$ cat src/rtl/crtc_pkg.sv
package crtc_pkg;
  localparam int DATA_W     = 32;
  localparam int ADDR_W     = 3;
  localparam int HCHAR_W    = 8;
  localparam int CHAR_SHIFT = 3;
  localparam int PIX_W      = HCHAR_W + CHAR_SHIFT;
  localparam int LINE_W     = 11;
  localparam int HSW_W      = 6;
  localparam int VSW_W      = 5;
  localparam int UPPER_LSB  = 16;
  localparam int SPAN_W     = 16;
  localparam int COMMIT_ADDR = 4;

  typedef enum logic [1:0] {
    PM_ON      = 2'd0,
    PM_STANDBY = 2'd1,
    PM_SUSPEND = 2'd2,
    PM_OFF     = 2'd3
  } pm_mode_t;

  typedef struct packed {
    logic [HCHAR_W-1:0] htot_m1;
    logic [HCHAR_W-1:0] hdisp_m1;
    logic [PIX_W-1:0]   hs_start;
    logic [HSW_W-1:0]   hs_wid;
    logic               hs_low;
    logic [LINE_W-1:0]  vtot_m1;
    logic [LINE_W-1:0]  vdisp_m1;
    logic [LINE_W-1:0]  vs_start;
    logic [VSW_W-1:0]   vs_wid;
    logic               vs_low;
    logic               dbl;
  } crtc_cfg_t;

  // character count minus one -> pixel count
  function automatic logic [PIX_W:0] chars_to_pix(input logic [HCHAR_W-1:0] m1);
    logic [PIX_W:0] n;
    n = (PIX_W+1)'(m1) + (PIX_W+1)'(1);
    return n << CHAR_SHIFT;
  endfunction

  function automatic logic [HSW_W-1:0] eff_hsw(input logic [HSW_W-1:0] w);
    return (w == '0) ? HSW_W'(1) : w;
  endfunction

  function automatic logic [VSW_W-1:0] eff_vsw(input logic [VSW_W-1:0] w);
    return (w == '0) ? VSW_W'(1) : w;
  endfunction

  // pos inside [start, start+len)
  function automatic logic in_span(input logic [SPAN_W-1:0] pos,
                                   input logic [SPAN_W-1:0] start,
                                   input logic [SPAN_W-1:0] len);
    return (pos >= start) && (pos < start + len);
  endfunction
endpackage

$ cat src/rtl/crtc_shadow_regs.sv
module crtc_shadow_regs
  import crtc_pkg::*;
(
  input  logic              clk,
  input  logic              rst_n,
  input  logic              wr_en,
  input  logic [ADDR_W-1:0] wr_addr,
  input  logic [DATA_W-1:0] wr_data,
  input  logic              frame_wrap,
  output crtc_cfg_t         active,
  output logic              quiet
);
  crtc_cfg_t shadow;
  logic armed;
  logic pending;
  logic timing_wr;
  logic commit_wr;
  logic apply;

  assign timing_wr = wr_en && (wr_addr < ADDR_W'(COMMIT_ADDR));
  assign commit_wr = wr_en && (wr_addr == ADDR_W'(COMMIT_ADDR));
  assign apply     = frame_wrap && armed;
  assign quiet     = pending;

  always_ff @(posedge clk or negedge rst_n) begin
    if (!rst_n) begin
      shadow <= '0;
    end else if (wr_en) begin
      case (wr_addr)
        ADDR_W'(0): begin
          shadow.htot_m1  <= wr_data[HCHAR_W-1:0];
          shadow.hdisp_m1 <= wr_data[UPPER_LSB +: HCHAR_W];
        end
        ADDR_W'(1): begin
          shadow.hs_start <= wr_data[PIX_W-1:0];
          shadow.hs_wid   <= wr_data[UPPER_LSB +: HSW_W];
          shadow.hs_low   <= wr_data[DATA_W-1];
        end
        ADDR_W'(2): begin
          shadow.vtot_m1  <= wr_data[LINE_W-1:0];
          shadow.vdisp_m1 <= wr_data[UPPER_LSB +: LINE_W];
        end
        ADDR_W'(3): begin
          shadow.vs_start <= wr_data[LINE_W-1:0];
          shadow.vs_wid   <= wr_data[UPPER_LSB +: VSW_W];
          shadow.vs_low   <= wr_data[DATA_W-1];
        end
        ADDR_W'(COMMIT_ADDR): shadow.dbl <= wr_data[0];
        default: ;
      endcase
    end
  end

  always_ff @(posedge clk or negedge rst_n) begin
    if (!rst_n) begin
      active  <= '0;
      armed   <= 1'b0;
      pending <= 1'b1;
    end else begin
      if (apply) active <= shadow;
      if (commit_wr)  armed <= 1'b1;
      else if (apply) armed <= 1'b0;
      // a fresh geometry write outranks the release
      if (timing_wr)  pending <= 1'b1;
      else if (apply) pending <= 1'b0;
    end
  end

  logic unused_bits;
  assign unused_bits = ^wr_data;

  assert_release_R11: assert property (@(posedge clk) disable iff (!rst_n)
    $fell(pending) |-> $past(apply));
  assert_coincident_R12: assert property (@(posedge clk) disable iff (!rst_n)
    timing_wr |=> pending);
endmodule

$ cat src/rtl/crtc_scan_counters.sv
module crtc_scan_counters
  import crtc_pkg::*;
(
  input  logic               clk,
  input  logic               rst_n,
  input  logic [HCHAR_W-1:0] htot_m1,
  input  logic [LINE_W-1:0]  vtot_m1,
  input  logic               dbl,
  output logic [PIX_W-1:0]   hcnt,
  output logic [LINE_W-1:0]  vcnt,
  output logic               frame_wrap
);
  logic [PIX_W:0] h_last;
  logic line_end;
  logic v_last;
  logic rep;

  assign h_last     = chars_to_pix(htot_m1) - (PIX_W+1)'(1);
  assign line_end   = ({1'b0, hcnt} == h_last);
  assign v_last     = (vcnt == vtot_m1);
  assign frame_wrap = line_end && v_last && (!dbl || rep);

  always_ff @(posedge clk or negedge rst_n) begin
    if (!rst_n) begin
      hcnt <= '0;
      vcnt <= '0;
      rep  <= 1'b0;
    end else if (line_end) begin
      hcnt <= '0;
      if (frame_wrap) begin
        vcnt <= '0;
        rep  <= 1'b0;
      end else if (dbl && !rep) begin
        rep  <= 1'b1;
      end else begin
        rep  <= 1'b0;
        vcnt <= vcnt + LINE_W'(1);
      end
    end else begin
      hcnt <= hcnt + PIX_W'(1);
    end
  end

  assert_hwrap_R1: assert property (@(posedge clk) disable iff (!rst_n)
    line_end |=> (hcnt == '0));
  assert_dblhold_R10: assert property (@(posedge clk) disable iff (!rst_n)
    (line_end && dbl && !rep) |=> (vcnt == $past(vcnt)));
endmodule

$ cat src/rtl/crtc_out_gate.sv
module crtc_out_gate
  import crtc_pkg::*;
(
  input  logic               clk,
  input  logic               rst_n,
  input  logic [PIX_W-1:0]   hcnt,
  input  logic [LINE_W-1:0]  vcnt,
  input  logic [HCHAR_W-1:0] hdisp_m1,
  input  logic [PIX_W-1:0]   hs_start,
  input  logic [HSW_W-1:0]   hs_wid,
  input  logic               hs_low,
  input  logic [LINE_W-1:0]  vdisp_m1,
  input  logic [LINE_W-1:0]  vs_start,
  input  logic [VSW_W-1:0]   vs_wid,
  input  logic               vs_low,
  input  logic [1:0]         pm,
  input  logic               quiet,
  output logic               hsync,
  output logic               vsync,
  output logic               disp_en,
  output logic               fetch_req
);
  pm_mode_t mode;
  logic region;
  logic hs_raw, vs_raw;
  logic hs_ok, vs_ok, de_ok, fetch_ok;

  assign mode   = pm_mode_t'(pm);
  assign region = ({1'b0, hcnt} < chars_to_pix(hdisp_m1)) && (vcnt <= vdisp_m1);
  assign hs_raw = in_span(SPAN_W'(hcnt), SPAN_W'(hs_start),
                          SPAN_W'(eff_hsw(hs_wid)) << CHAR_SHIFT);
  assign vs_raw = in_span(SPAN_W'(vcnt), SPAN_W'(vs_start),
                          SPAN_W'(eff_vsw(vs_wid)));

  always_comb begin
    hs_ok = 1'b0; vs_ok = 1'b0; de_ok = 1'b0; fetch_ok = 1'b0;
    case (mode)
      PM_ON:      begin hs_ok = 1'b1; vs_ok = 1'b1; de_ok = 1'b1; fetch_ok = 1'b1; end
      PM_STANDBY: begin vs_ok = 1'b1; fetch_ok = 1'b1; end
      PM_SUSPEND: begin hs_ok = 1'b1; fetch_ok = 1'b1; end
      default: ;
    endcase
  end

  assign hsync     = (hs_raw && hs_ok && !quiet) ^ hs_low;
  assign vsync     = (vs_raw && vs_ok && !quiet) ^ vs_low;
  assign disp_en   = region && de_ok && !quiet;
  assign fetch_req = region && fetch_ok && !quiet;

  assert_offfetch_R8: assert property (@(posedge clk) disable iff (!rst_n)
    (mode == PM_OFF) |-> (!fetch_req && !disp_en && hsync == hs_low && vsync == vs_low));
  assert_standby_R6: assert property (@(posedge clk) disable iff (!rst_n)
    (mode == PM_STANDBY) |-> (hsync == hs_low && !disp_en));
  assert_suspend_R7: assert property (@(posedge clk) disable iff (!rst_n)
    (mode == PM_SUSPEND) |-> (vsync == vs_low && !disp_en));
endmodule

$ cat src/rtl/crtc_timing_gen.sv
module crtc_timing_gen
  import crtc_pkg::*;
(
  input  logic              clk,
  input  logic              rst_n,
  input  logic              wr_en,
  input  logic [ADDR_W-1:0] wr_addr,
  input  logic [DATA_W-1:0] wr_data,
  input  logic [1:0]        pm_mode,
  output logic              hsync,
  output logic              vsync,
  output logic              disp_en,
  output logic              fetch_req,
  output logic [PIX_W-1:0]  pix_x,
  output logic [LINE_W-1:0] line_y
);
  crtc_cfg_t cfg;
  logic quiet;
  logic frame_wrap;

  crtc_shadow_regs u_regs (
    .clk(clk), .rst_n(rst_n), .wr_en(wr_en), .wr_addr(wr_addr),
    .wr_data(wr_data), .frame_wrap(frame_wrap), .active(cfg), .quiet(quiet)
  );

  crtc_scan_counters u_cnt (
    .clk(clk), .rst_n(rst_n), .htot_m1(cfg.htot_m1), .vtot_m1(cfg.vtot_m1),
    .dbl(cfg.dbl), .hcnt(pix_x), .vcnt(line_y), .frame_wrap(frame_wrap)
  );

  crtc_out_gate u_gate (
    .clk(clk), .rst_n(rst_n), .hcnt(pix_x), .vcnt(line_y),
    .hdisp_m1(cfg.hdisp_m1), .hs_start(cfg.hs_start), .hs_wid(cfg.hs_wid),
    .hs_low(cfg.hs_low), .vdisp_m1(cfg.vdisp_m1), .vs_start(cfg.vs_start),
    .vs_wid(cfg.vs_wid), .vs_low(cfg.vs_low), .pm(pm_mode), .quiet(quiet),
    .hsync(hsync), .vsync(vsync), .disp_en(disp_en), .fetch_req(fetch_req)
  );
endmodule

$ cat config.mk
export PLATFORM = sky130hd
export DESIGN_NAME = crtc_timing_gen
export DESIGN_NICKNAME = d
export VERILOG_FILES = /design/src/rtl/crtc_pkg.sv /design/src/rtl/crtc_shadow_regs.sv /design/src/rtl/crtc_scan_counters.sv /design/src/rtl/crtc_out_gate.sv /design/src/rtl/crtc_timing_gen.sv
export SDC_FILE = /design/constraint.sdc
export NUM_CORES = 1
export LEC_CHECK = 0
export ABC_CLOCK_PERIOD_IN_PS = 3500
export CELL_PAD_IN_SITES_DETAIL_PLACEMENT = 1
export CELL_PAD_IN_SITES_GLOBAL_PLACEMENT = 1
export CORE_MARGIN = 4
export CORE_UTILIZATION = 44
export DETAILED_ROUTE_END_ITERATION = 6
export HOLD_SLACK_MARGIN = 0.12
export PLACE_DENSITY = 0.86
export SLEW_MARGIN = 20
export SYNTH_ARGS = -nofsm -noshare
export SYNTH_HDL_FRONTEND = slang
export SYNTH_SLANG_ARGS = --single-unit
$ cat constraint.sdc
create_clock -name clk -period 3.5 [get_ports clk]
set_clock_uncertainty 0.15 [all_clocks]
set_input_delay 0.7 -clock clk [delete_from_list [all_inputs] [get_ports clk]]
set_output_delay 0.7 -clock clk [all_outputs]
set_load 0.02 [all_outputs]
==> results.yml <==
sta:
  setup_viol: 4
  rsz0062_at_grt: "true"
  max-slew-margin-rel: 0.394
  hold_violations: 0
  worstMarginPinSlew_ns: 0.902
  max_freq_mhz: 208
  min_period_over_period: 1.37
  finalMaxSlewViolations: 0
  layout_setup_ws_ns: -1.31
  min_period_ns: 4.81
setup_path:
  worst_path_most_repeated_cell: "a21oi_2"
  path_max_fanout: 3
  critPathKind: "reg -> out"
  cp-end-kind: "primary output"
  rr_worst_depth: 9
  max_stage_delay_ns: 0.43
  path_cells: "o41ai_2 > ha_2 > a21o_1 > a21oi_1 > o21bai_2 > a21oi_2 > nor3_2 > xnor2_1 > ha_1 > a21oi_2 > nor2b_1 > o21ai_1 > nand2b_1 > a221oi_2 > o22ai_2 > xnor2_2 > buf_4"
  start_kind: "flop"
  reg2reg_from: "u_regs.active[66]"
  required_ns: 2.65
  reg2reg_slack_ns: 0.07
  arrival_ns: 3.96
  rr_endpoint: "u_cnt.vcnt[0]"
  cp_num_buf_inv: 1
  cpLargestDelayFamily: "compound AO/OA/AOI/OAI gates"
  cp_slowest_cell: "dfrtp_1"
layout:
  register_area_sq_um: 4330
  n_fill_cell: 2141
  final_cell_mix: "dfrtp_1, buf_4, mux2_2"
  fin_area_sq_um: 11800
  layout_commonest_cell: "dfrtp_1"
  area_growth_pct: 25.5
  diodes: 0
  multi_input_area_sq_um: 5030
  nNetsFinal: 1039
  layout-drive-gt1-share: 0.353
synthesis:
  syn_nets: 892
  syn-cell-area_sq_um: 9440
  ys_ff_latch: 173
  syn-mean-instance-area_sq_um: 12.2
  ys_async_sr_fraction: 1.00
  synthFlopType: "dfrtp_1"
  synth_edf_count: 0
  yosysSeqAreaShare: 0.459
  syn_inst: 777
  yosys_warnings: 0
  ys_types: 54
routing:
  vias: 7186
  drcViolationCount: 0
  drt_iter0_markers: 470
  top_layer_used: "met4"
  wl_met2_um: 16300
  finalWirelength_um: 32200
  routedLengthMet1_um: 12100
  wl_per_cell_um: 26.6
  wl_met3_um: 1600
  firstDrtPassIters: 4
  via_per_inst: 5.93
  drtAntennaViolNets: 0
die:
  die_area_sq_um: 23900
  design.core.area_sq_um: 21100
  die_h_um: 154
  ios: 66
  die-width_um: 154
  start_util: 0.448
  num_rows: 53
min_path:
  hp-class: "in -> async"
placement:
  pre_cts_slack_ns: -1.15
  place_area_sq_um: 11000
  gp_congestion: 0.856
  hpwl_um: 20100
  portBuffers: 56
global_routing:
  grtUsageTotal: 0.253
  grt_antenna_before_repair: 0
  grt-ovfl-total: 0
  grt_pass1_vias: 7997
  grt_max_degree: 82
  grt_pass1_wl_um: 46400
clock_network:
  root_buffer: "clkbuf_16"
  cts.sinks: 173
  hold_buffers: 0
  cts_htree_levels: 4
  tritoncts: "done"
  cts.clk_slew.worst_paths_ns: 0.07
  cts_made_buffers: 17
  cts.path.max_buffers: 2
  clock_latency_ns: 0.44
power:
  power_density_nw_per_um2: 771
  power_leakage_nw: 5.53
  ir_drop_v: 0.000399
outcome:
  status: "complete, but fails checks"
  failed_checks: "negative setup slack"
flow_run:
  drv_cap: 0
==> logic make-up (layout without fill, tap and decap cells) <==
kind of cell	Yosys count	in the layout	share of synthesized area
adder cells (fa/ha/maj)	75	75	0.101
multiplexers	150	150	0.198
XOR/XNOR	55	55	0.0510
flip-flops	173	173	0.459
AND/OR/NAND/NOR	149	149	0.0861
buffers and inverters	73	233	0.0339
AO/OA/AOI/OAI	102	102	0.0710
==> cell type report <==
type,count,area share
Timing Repair Buffer,157,0.114
Inverter,44,0.0139
Clock buffer,20,0.0377
Multi-Input combinational cell,531,0.425
Clock inverter,12,0.0155
Tap cell,275,0.0290
Sequential cell,173,0.365
==> how the worst max path moves through the flow <==
stage                     slack, ns  cells past startpoint  endpoint              from
after floorplan               -0.31                     18     vsync  u_regs.active[2]
after CTS                     -1.09                     19     vsync  u_regs.active[2]
after global placement        -0.91                     19     vsync  u_regs.active[2]
final                         -1.31                     17     vsync  u_regs.active[5]
after global routing          -1.52                     17     vsync  u_regs.active[6]
after detailed placement      -1.15                     19     vsync  u_regs.active[2]
==> metal layers <==
layer | vias to the layer above | global-route usage
li1 | 3055 | -
met1 | 3686 | 0.296
met5 | - | 0
met3 | 152 | 0.0409
met4 | 0 | 0.138
met2 | 293 | 0.444
==> where the power goes <==
part / internal, mW / switching [mW]
logic: 1.96 / 1.97
registers: 2.54 / 0.572
clock network: 1.22 / 0.876
total: 5.72 / 3.41
==> Yosys cell counts (7+ instances only) <==
master,number,area (sq um)
a21o_1,9,67.6
a21oi_1,23,115
and3_1,11,68.8
clkbuf_1,18,67.6
dfrtp_1,172,4300
ha_1,73,913
inv_1,44,165
mux2_2,100,1130
mux2_4,49,736
nand2_1,16,60.1
nand2b_1,18,113
nand3_1,25,125
nand4_1,9,56.3
nor2_1,29,109
nor2b_1,12,75.1
nor3_1,8,40.0
o21a_1,7,52.6
o21ai_0,24,120
o2bb2ai_1,8,70.1
xnor2_1,40,350
xor2_1,15,131
==> registers in the layout, summed over array words and instances, names as in the netlist <==
name,count
u_cnt.vcnt,11
u_regs.armed,1
u_regs.active,74
u_regs.quiet,1
u_regs.shadow,74
u_cnt.hcnt,11
u_cnt.rep,1
==> repair_timing <==
item | in CTS | in global routing
pin swaps | 9 | 14
setup endpoints to repair | 4 | 86
setup buffers | 6 | 3
resized for setup | 35 | 21
hold endpoints to repair | 0 | 0
==> stage by stage <==
stage               cells  utilization  total power, mW  hold slack (ns)  TNS [ns]
floorplan             777            -             5.01            0.254    -0.599
global placement     1171        0.521             6.13            0.333     -2.30
detailed placement   1171        0.521             6.46            0.342     -3.11
CTS                  1209        0.556             8.80            0.200     -2.86
global route         1212        0.562             9.55            0.212     -3.90
finish               1212        0.562             9.14            0.155     -3.19
Note: power is estimated with default switching activity, not from simulation.
